[src/rtl/adc_rdout_pkg.sv]
package adc_rdout_pkg;
   typedef enum logic [1:0] {
      ST_IDLE,
      ST_CNV,
      ST_WAIT,
      ST_READ
   } rd_state_e;
endpackage

[src/rtl/adc_rdout_sync.sv]
module adc_rdout_sync #(
   parameter int   N       = 2,
   parameter logic RST_VAL = 1'b1
) (
   input  logic clk,
   input  logic rst_n,
   input  logic d_i,
   output logic q_o
);
   logic [N-1:0] stg_q;

   initial begin : p_chk
      assert (N >= 2) else $fatal(1, "sync needs at least two stages");
   end

   for (genvar g = 0; g < N; g++) begin : g_stage
      if (g == 0) begin : g_first
         always_ff @(posedge clk or negedge rst_n) begin
            if (!rst_n) stg_q[g] <= RST_VAL;
            else        stg_q[g] <= d_i;
         end
      end else begin : g_next
         always_ff @(posedge clk or negedge rst_n) begin
            if (!rst_n) stg_q[g] <= RST_VAL;
            else        stg_q[g] <= stg_q[g-1];
         end
      end
   end

   assign q_o = stg_q[N-1];
endmodule

[src/rtl/adc_rdout_sclk.sv]
module adc_rdout_sclk #(
   parameter int HALF = 4
) (
   input  logic clk,
   input  logic rst_n,
   input  logic en_i,
   output logic sclk_o,
   output logic fall_o
);
   localparam int PW = (HALF > 1) ? $clog2(HALF) : 1;
   localparam logic [PW-1:0] PH_END = PW'(HALF - 1);

   logic [PW-1:0] ph_q;
   logic          sclk_q;

   initial begin : p_chk
      assert (HALF >= 3) else $fatal(1, "HALF must be at least 3 for sync margin");
   end

   always_ff @(posedge clk or negedge rst_n) begin
      if (!rst_n) begin
         ph_q   <= '0;
         sclk_q <= 1'b0;
      end else if (!en_i) begin
         ph_q   <= '0;
         sclk_q <= 1'b0;
      end else if (ph_q == PH_END) begin
         ph_q   <= '0;
         sclk_q <= ~sclk_q;
      end else begin
         ph_q <= ph_q + 1'b1;
      end
   end

   assign fall_o = en_i && sclk_q && (ph_q == PH_END);
   assign sclk_o = sclk_q;

   // clock parks low as soon as it is disabled
   a_r5_sclk_idle_low: assert property (@(posedge clk) disable iff (!rst_n)
      !en_i |=> !sclk_q);
endmodule

[src/rtl/adc_rdout_shreg.sv]
module adc_rdout_shreg #(
   parameter int SW = 15
) (
   input  logic          clk,
   input  logic          rst_n,
   input  logic          shift_i,
   input  logic          bit_i,
   output logic [SW-1:0] word_o
);
   logic [SW-1:0] sh_q;

   initial begin : p_chk
      assert (SW >= 1) else $fatal(1, "shift register width must be positive");
   end

   for (genvar g = 0; g < SW; g++) begin : g_bit
      if (g == 0) begin : g_lsb
         always_ff @(posedge clk or negedge rst_n) begin
            if (!rst_n)       sh_q[g] <= 1'b0;
            else if (shift_i) sh_q[g] <= bit_i;
         end
      end else begin : g_up
         always_ff @(posedge clk or negedge rst_n) begin
            if (!rst_n)       sh_q[g] <= 1'b0;
            else if (shift_i) sh_q[g] <= sh_q[g-1];
         end
      end
   end

   assign word_o = sh_q;
endmodule

[src/rtl/adc_rdout_ctrl.sv]
module adc_rdout_ctrl
   import adc_rdout_pkg::*;
#(
   parameter int DW     = 16,
   parameter int CNV_HI = 4,
   parameter int T_MIN  = 20,
   parameter int T_MAX  = 40,
   parameter int TMO    = 30,
   parameter int HALF   = 4,
   parameter int SYNC_N = 2
) (
   input  logic          clk,
   input  logic          rst_n,
   input  logic          start_i,
   input  logic          adc_sdo_i,
   output logic          adc_cnv_o,
   output logic          adc_sclk_o,
   output logic [DW-1:0] smp_data_o,
   output logic          smp_valid_o,
   output logic          tmo_err_o
);
   localparam int TLIM = T_MAX + TMO;
   localparam int CW   = $clog2(TLIM + 1);
   localparam int FW   = $clog2(DW + 2);
   localparam logic [CW-1:0] CNT_HI_END  = CW'(CNV_HI - 1);
   localparam logic [CW-1:0] CNT_TMO_END = CW'(TLIM - 1);
   localparam logic [FW-1:0] F_LAST      = FW'(DW);

   initial begin : p_chk
      assert (DW >= 2)                    else $fatal(1, "DW too small");
      assert (CNV_HI >= 1)                else $fatal(1, "CNV_HI must be positive");
      assert (CNV_HI < T_MIN)             else $fatal(1, "convert pulse must end before T_MIN");
      assert (T_MIN <= T_MAX)             else $fatal(1, "T_MIN above T_MAX");
      assert (TMO >= 1)                   else $fatal(1, "TMO must be positive");
   end

   rd_state_e      state_q;
   logic [CW-1:0]  cnt_q;
   logic [FW-1:0]  fcnt_q;
   logic           cnv_q;
   logic           valid_q;
   logic           err_q;
   logic [DW-1:0]  data_q;
   logic           sdo_s;
   logic           sclk_en;
   logic           sclk_fall;
   logic           shift_en;
   logic [DW-2:0]  sh_word;

   adc_rdout_sync #(.N(SYNC_N), .RST_VAL(1'b1)) u_sync (
      .clk   (clk),
      .rst_n (rst_n),
      .d_i   (adc_sdo_i),
      .q_o   (sdo_s)
   );

   assign sclk_en = (state_q == ST_READ);

   adc_rdout_sclk #(.HALF(HALF)) u_sclk (
      .clk    (clk),
      .rst_n  (rst_n),
      .en_i   (sclk_en),
      .sclk_o (adc_sclk_o),
      .fall_o (sclk_fall)
   );

   // first fall only launches the MSB; the last fall completes the word below
   assign shift_en = sclk_fall && (fcnt_q != '0) && (fcnt_q != F_LAST);

   adc_rdout_shreg #(.SW(DW - 1)) u_shreg (
      .clk     (clk),
      .rst_n   (rst_n),
      .shift_i (shift_en),
      .bit_i   (sdo_s),
      .word_o  (sh_word)
   );

   always_ff @(posedge clk or negedge rst_n) begin
      if (!rst_n) begin
         state_q <= ST_IDLE;
         cnt_q   <= '0;
         fcnt_q  <= '0;
         cnv_q   <= 1'b0;
         valid_q <= 1'b0;
         err_q   <= 1'b0;
         data_q  <= '0;
      end else begin
         valid_q <= 1'b0;
         err_q   <= 1'b0;
         case (state_q)
            ST_IDLE: begin
               if (start_i) begin
                  state_q <= ST_CNV;
                  cnv_q   <= 1'b1;
                  cnt_q   <= '0;
               end
            end
            ST_CNV: begin
               cnt_q <= cnt_q + 1'b1;
               if (cnt_q == CNT_HI_END) begin
                  cnv_q   <= 1'b0;
                  state_q <= ST_WAIT;
               end
            end
            ST_WAIT: begin
               cnt_q <= cnt_q + 1'b1;
               if (!sdo_s) begin
                  state_q <= ST_READ;
                  fcnt_q  <= '0;
               end else if (cnt_q == CNT_TMO_END) begin
                  err_q   <= 1'b1;
                  state_q <= ST_IDLE;
               end
            end
            ST_READ: begin
               if (sclk_fall) begin
                  fcnt_q <= fcnt_q + 1'b1;
                  if (fcnt_q == F_LAST) begin
                     data_q  <= {sh_word, sdo_s};
                     valid_q <= 1'b1;
                     state_q <= ST_IDLE;
                  end
               end
            end
            default: state_q <= ST_IDLE;
         endcase
      end
   end

   assign adc_cnv_o   = cnv_q;
   assign smp_data_o  = data_q;
   assign smp_valid_o = valid_q;
   assign tmo_err_o   = err_q;

   // convert pulse length
   a_r2_cnv_width: assert property (@(posedge clk) disable iff (!rst_n)
      $fell(cnv_q) |-> (cnt_q == CW'(CNV_HI)));
   // convert rises only out of idle
   a_r3_cnv_from_idle: assert property (@(posedge clk) disable iff (!rst_n)
      $rose(cnv_q) |-> ($past(state_q) == ST_IDLE));
   // readout entered only after the synchronized line was low
   a_r4_read_after_low: assert property (@(posedge clk) disable iff (!rst_n)
      (state_q == ST_READ && $past(state_q) == ST_WAIT) |-> !$past(sdo_s));
   // convert stays low during readout
   a_r5_cnv_low_read: assert property (@(posedge clk) disable iff (!rst_n)
      (state_q == ST_READ) |-> !cnv_q);
   // valid is a single-cycle strobe
   a_r7_valid_pulse: assert property (@(posedge clk) disable iff (!rst_n)
      valid_q |=> !valid_q);
   // timeout never coincides with a sample
   a_r8_err_excl: assert property (@(posedge clk) disable iff (!rst_n)
      !(valid_q && err_q));
endmodule

[config.mk]
export PLATFORM = sky130hd
export DESIGN_NAME = adc_rdout_ctrl
export DESIGN_NICKNAME = d
export VERILOG_FILES = /design/src/rtl/adc_rdout_pkg.sv /design/src/rtl/adc_rdout_sync.sv /design/src/rtl/adc_rdout_sclk.sv /design/src/rtl/adc_rdout_shreg.sv /design/src/rtl/adc_rdout_ctrl.sv
export SDC_FILE = /design/constraint.sdc
export NUM_CORES = 1
export LEC_CHECK = 0
export ABC_AREA = 1
export CORE_ASPECT_RATIO = 1.75
export CORE_MARGIN = 4
export CORE_UTILIZATION = 25
export CTS_BUF_LIST = sky130_fd_sc_hd__clkbuf_4 sky130_fd_sc_hd__clkbuf_8 sky130_fd_sc_hd__clkbuf_16
export DETAILED_ROUTE_END_ITERATION = 10
export DONT_BUFFER_PORTS = 1
export GPL_TIMING_DRIVEN = 0
export PLACE_DENSITY = 0.36
export SLEW_MARGIN = 25
export SYNTH_ARGS = -nofsm -noshare
export SYNTH_HDL_FRONTEND = slang
export SYNTH_SLANG_ARGS = --single-unit
[constraint.sdc]
create_clock -name clk -period 2 [get_ports clk]
set_input_delay 0.3 -clock clk [delete_from_list [all_inputs] [get_ports clk]]
set_output_delay 0.3 -clock clk [all_outputs]
set_load 0.005 [all_outputs]
Word-level counts from Yosys, hierarchy flattened:

Index checks and enable logic that the tools add are counted.

* flip-flop bits (word level): 53
* logic and storage cells: 85
* output and inout port bits: 20
* bits of input ports: 4

* reduce and logical (&&, ||, !) cells: 15
* $add $sub $neg: 3
* eq/ne operators: 15
* bitwise logic cells: 1
* muxes and demuxes: 25

Operator list (number)
* $mux 2: 8
* $pmux 7 s2: 1
* $ne 2x2->1 const B: 6
* $mux 1: 10
* $mux 5: 2
* $pmux 5 s2: 1
* $reduce_and 3->1: 3
* $pmux 2 s4: 1
* $add 7x1->7 const B: 1
* $eq 7x2->1 const B: 1
* $eq 7x7->1 const B: 1
* $mux 7: 1
* $eq 2x2->1 const B: 3
* $reduce_bool 2->1: 3
* $add 5x1->5 const B: 1
* $eq 5x5->1 const B: 1
* $ne 5x5->1 const B: 1
* $reduce_and 5->1: 1
* $reduce_bool 5->1: 1
* $logic_and 1x1->1: 4
* $ne 3x3->1 const B: 1
* $add 2x1->2 const B: 1
* $eq 2x1->1 const B: 1
* $logic_not 2->1: 1
* 4 further kinds: 4

Logic depth before layout (Yosys ltp):

* depth after elaboration: 5
* mapped depth: 10
* gate-level depth less buffers: 10

By module:

From an unflattened synthesis, not the netlist that was laid out.

* cells, all modules: 281
* area total of the unflattened synthesis: 2498.6 um2

Modules (own cells, without submodules)
* adc_rdout_ctrl: cells an instance 200, times used 1, area each 1694.1 um2, sequential area each 825.8 um2
* adc_rdout_shreg: cells an instance 64, times used 1, area each 620.6 um2, sequential area each 375.4 um2
* adc_rdout_sclk: cells an instance 15, times used 1, area each 131.4 um2, sequential area each 75.1 um2
* adc_rdout_sync: cells an instance 2, times used 1, area each 52.6 um2, sequential area each 52.6 um2

Least setup slack after synthesis:

OpenSTA, ideal clock, no wires.

* kind: register -> register
* start: reg state_q[0]
* end: reg cnt_q[5]
* required time: 1.887 ns
* stages on the path, launching flop included: 9
* path buffers: 0
* path slack: 0.506 ns
* arrival time: 1.381 ns
* path through: dfrtp_1 -> inv_1 -> ha_1 -> o21ai_1 -> or2_2 -> nand2_1 -> nand2_1 -> nand2_1 -> inv_1

* word-level cells in the longest chain between the ends: 4
* elaborated cells on any way between the ends: 8
* those cells by class: eq/ne: 3; mux: 1; reduce/logical: 4

RTL lines
* start: declaration: line adc_rdout_ctrl.sv:37 `rd_state_e state_q;`
* start signal: assignment: line adc_rdout_ctrl.sv:80 `state_q <= ST_IDLE;`
* start signal: assignment: line adc_rdout_ctrl.sv:93 `state_q <= ST_CNV;`
* start signal: assignment: line adc_rdout_ctrl.sv:102 `state_q <= ST_WAIT;`
* $eq 2x2->1 / $eq 2x1->1 (equally long branches): line adc_rdout_ctrl.sv:90 `case (state_q)`
* $reduce_or 2->1 (no line)
* $reduce_bool 2->1 (no line)
* $reduce_and 2->1 (no line)
* end signal: assignment: line adc_rdout_ctrl.sv:99 `cnt_q <= cnt_q + 1'b1;`
* end signal: assignment: line adc_rdout_ctrl.sv:106 `cnt_q <= cnt_q + 1'b1;`
* end: declaration: line adc_rdout_ctrl.sv:38 `logic [CW-1:0] cnt_q;`

Parallel ways exist; a longest one is shown, timed or not.
A chain may end at the register's enable or synchronous reset.

Final worst setup path:

* start: reg state_q[1]
* end: reg cnt_q[5]

The elaborated chain is that of the path after synthesis.

==> metrics.csv <==
stage;metric;value;unit
power_and_ir_drop;Final Power;2.86;mW
layout;antenna cells;0;
setup_path;WP data required;2190;ps
logic_synthesis;mux cell area share after synthesis;0;%
layout;nets@finish;285;
die;die area;0.0117;sq mm
clock_tree;setup bufs post-CTS;0;
timing;RSZ-0062 raised after global routing;false;
clock_tree;Post-CTS Hold Fix Bufs;3;
global_routing;global route total overflow;0;
clock_tree;CTS root buf;clkbuf_16;
timing;Clock Skew;7.40;ps
job;Max-Cap Viols;0;
logic_synthesis;part of the Yosys area used for sequential elements;53.2;%
layout;Multi-input gate area;958;sq um
layout;Layout area overhead;14.1;%
logic_synthesis;top post-synthesis cells by count;dfrtp_1 (51), nand2_1 (48), inv_1 (35), o21ai_0 (19), a21oi_2 (14);
setup_path;crit path kind;reg -> reg;
detailed_routing;DRT Pass-1 Iters;4;
detailed_routing;Avg Vias per Cell;4.29;
detailed_routing;DR WL/cell;13.5;microns
layout;final non-filler cell total;398;
timing;final worst path period need;1680;ps
logic_synthesis;Adder-Cell Fraction of Synth Area;4.51;%
setup_path;CP arrival;1870;ps
setup_path;crit end category;register;
power_and_ir_drop;Peak VDD IR;445;uV
timing;slew of the pin with the lowest slew margin;350;ps
placement;dpl cells;387;
timing;Hold Violations, Final;0;
timing;final worst-path cycle share;84.1;%
detailed_routing;final wirelength;5360;microns
layout;Design Area, Final;0.00285;sq mm
logic_synthesis;XOR/XNOR Fraction of Synth Area;0.351;%
global_routing;total track usage;10.0;%
placement;RD Place Congestion;0.750;
timing;Max Clock Freq;595;MHz
clock_tree;CTS Buf Count;5;
clock_tree;worst-skew pair later-pin latency;290;ps
power_and_ir_drop;Power Dens Cells;1000;mW/mm^2
logic_synthesis;yosys warns;0;
placement;dpl hpwl;3980;microns
die;I/O pin total;24;
detailed_routing;Residual DRC;0;
clock_tree;CTS tree;done;
die;Die Y;140;microns
logic_synthesis;flops & latches, synth;53;
layout;fillcell total;1043;
clock_tree;Max clock buf depth;2;
logic_synthesis;Syn Nets;275;
die;num rows;48;
timing;final number of max-transition violations;0;
setup_path;Setup crit start kind;register;
power_and_ir_drop;leakage;1.35;nW
hold_path;Min-Delay Path Class;in -> reg;
layout;register area;0.00133;sq mm
timing;setup total negative slack;0;ps
logic_synthesis;largest family of logic cells by synthesized area;simple AND/OR/NAND/NOR gates;
logic_synthesis;simple-gate area share of the yosys netlist;20.7;%
clock_tree;CTS H-tree depth;2;
run_status;status;complete, no violations;
logic_synthesis;Synth Flop Type;dfrtp_1;
setup_path;CP max FO;5;
timing;hold slack;331;ps
logic_synthesis;dominant cells by area after synthesis;dfrtp_1 (51%), nand2_1 (7.2%), inv_1 (5.3%);
logic_synthesis;mapped cell area;0.00250;sq mm
placement;placement-stage cell area;0.00265;sq mm
die;core region area;0.00979;sq mm
die;Die W;83.6;microns
detailed_routing;initial detailed-routing violation count;43;
logic_synthesis;Post-synth EDFFs;0;
layout;share of layout cells above drive strength 1;20.9;%
logic_synthesis;Synth async-reset ratio;100;%
global_routing;first-pass GRT wire length;9340;microns
logic_synthesis;cell count after synthesis;262;
detailed_routing;Antenna Nets Post-Route;0;
global_routing;largest net degree at the start of global routing;54;
logic_synthesis;Synth area leader;dfrtp_1;
clock_tree;Clock Sinks;53;
logic_synthesis;most common cell in the netlist;dfrtp_1;
logic_synthesis;syn_area_per_cell;9.53;sq um
global_routing;antenna violations before repair;0;
placement;Port Buf Inserts;0;
logic_synthesis;Yosys cell types;27;
logic_synthesis;Compound-Gate Fraction of Synth Area;12.8;%
clock_tree;clk slew on worst S/H paths;70;ps
timing;max_slew headroom;76.5;%
die;Initial Utilization;25.5;%
timing;Final setup viols;0;
logic_synthesis;share of the synthesized area in the top cell type;51.1;%
global_routing;number of global-route vias before repair;1853;
clock_tree;post-CTS resize count;0;
detailed_routing;routed vias;1706;
metal layers:
layer  track usage [%]  routed length [microns]  vias up
li1                  -                        -      858
met2              19.2                     3050       23
met4              3.56                       95        0
met1              10.3                     2000      819
met3              2.65                      214        6
met5                 0                        0        -
critical path, stage by stage, from the launching register on:
cell and delay [ps]:
dfrtp_1 410, inv_1 100, ha_1 370, o21ai_1 140
or2_2 320, nand2_1 90, nand2_1 50, nand2_1 50
inv_1 30
registers in the layout, indices dropped and copies added (netlist names):
signal          count
tmo_err_o           1
state_q             2
adc_cnv_o           1
u_sync.q_o          1
u_sclk.sclk_o       1
fcnt_q              5
smp_data_o         16
u_sync.stg_q        1
cnt_q               7
smp_valid_o         1
u_shreg.word_o     15
u_sclk.ph_q         2
area by class of cell:
| class | count | share of cell area [%] |
|---|---|---|
| Clock buffer | 6 | 4.66 |
| Buffer | 7 | 2.37 |
| Tap cell | 125 | 5.49 |
| Clock inverter | 2 | 0.527 |
| Multi-Input combinational cell | 164 | 33.6 |
| Inverter | 38 | 5.01 |
| Timing Repair Buffer | 3 | 1.67 |
| Sequential cell | 53 | 46.6 |
per-stage QoR:
step	util, %	setup slack [ps]
final	29.1	319
after global routing	29.1	149
after CTS	29.1	305
after detailed placement	27.1	325
after global placement	27.1	293
after floorplan	-	506
worst paths after layout:
path,cells after the start,to,slack [ps],startpoint
setup / recovery,8,cnt_q[5],320,state_q[1]
hold / removal,4,cnt_q[0],330,start_i
setup reg to reg,8,cnt_q[5],320,state_q[1]
hold reg to reg,0,u_sync.q_o,360,u_sync.stg_q[0]
max in group asynchronous,2,u_sync.stg_q[0],1190,rst_n
min in group asynchronous,2,smp_data_o[3],530,rst_n
cells in the final DEF (no fill, tap or decap), types with 5 or more instances in the layout:
cell       netlist  layout
dfrtp_1         51      51
ha_1             9       9
o21ai_1          8       8
nor2_2          13      13
nor2_1          13      13
nand3_1         12      12
inv_1           35      35
a21oi_2         14      14
o21ai_0         19      19
a21oi_1          6       6
clkbuf_16        0       5
nand4_1          8       8
nand2_1         48      48
power by group:
part           internal (mW)  switching [mW]  total, mW
registers               1.17          0.0823       1.25
logic                  0.258           0.480      0.738
clock network          0.479           0.395      0.873
total                   1.90           0.957       2.86
kinds of logic (layout without fill, tap and decap cells):
kind of cell,Yosys count,in the layout
fa+ha+maj,9,9
xor+xnor,1,1
simple gates,103,103
flops,53,53
buf+inv,45,56
compound gates,51,51
No activity file was read; power rests on OpenSTA's default activity.
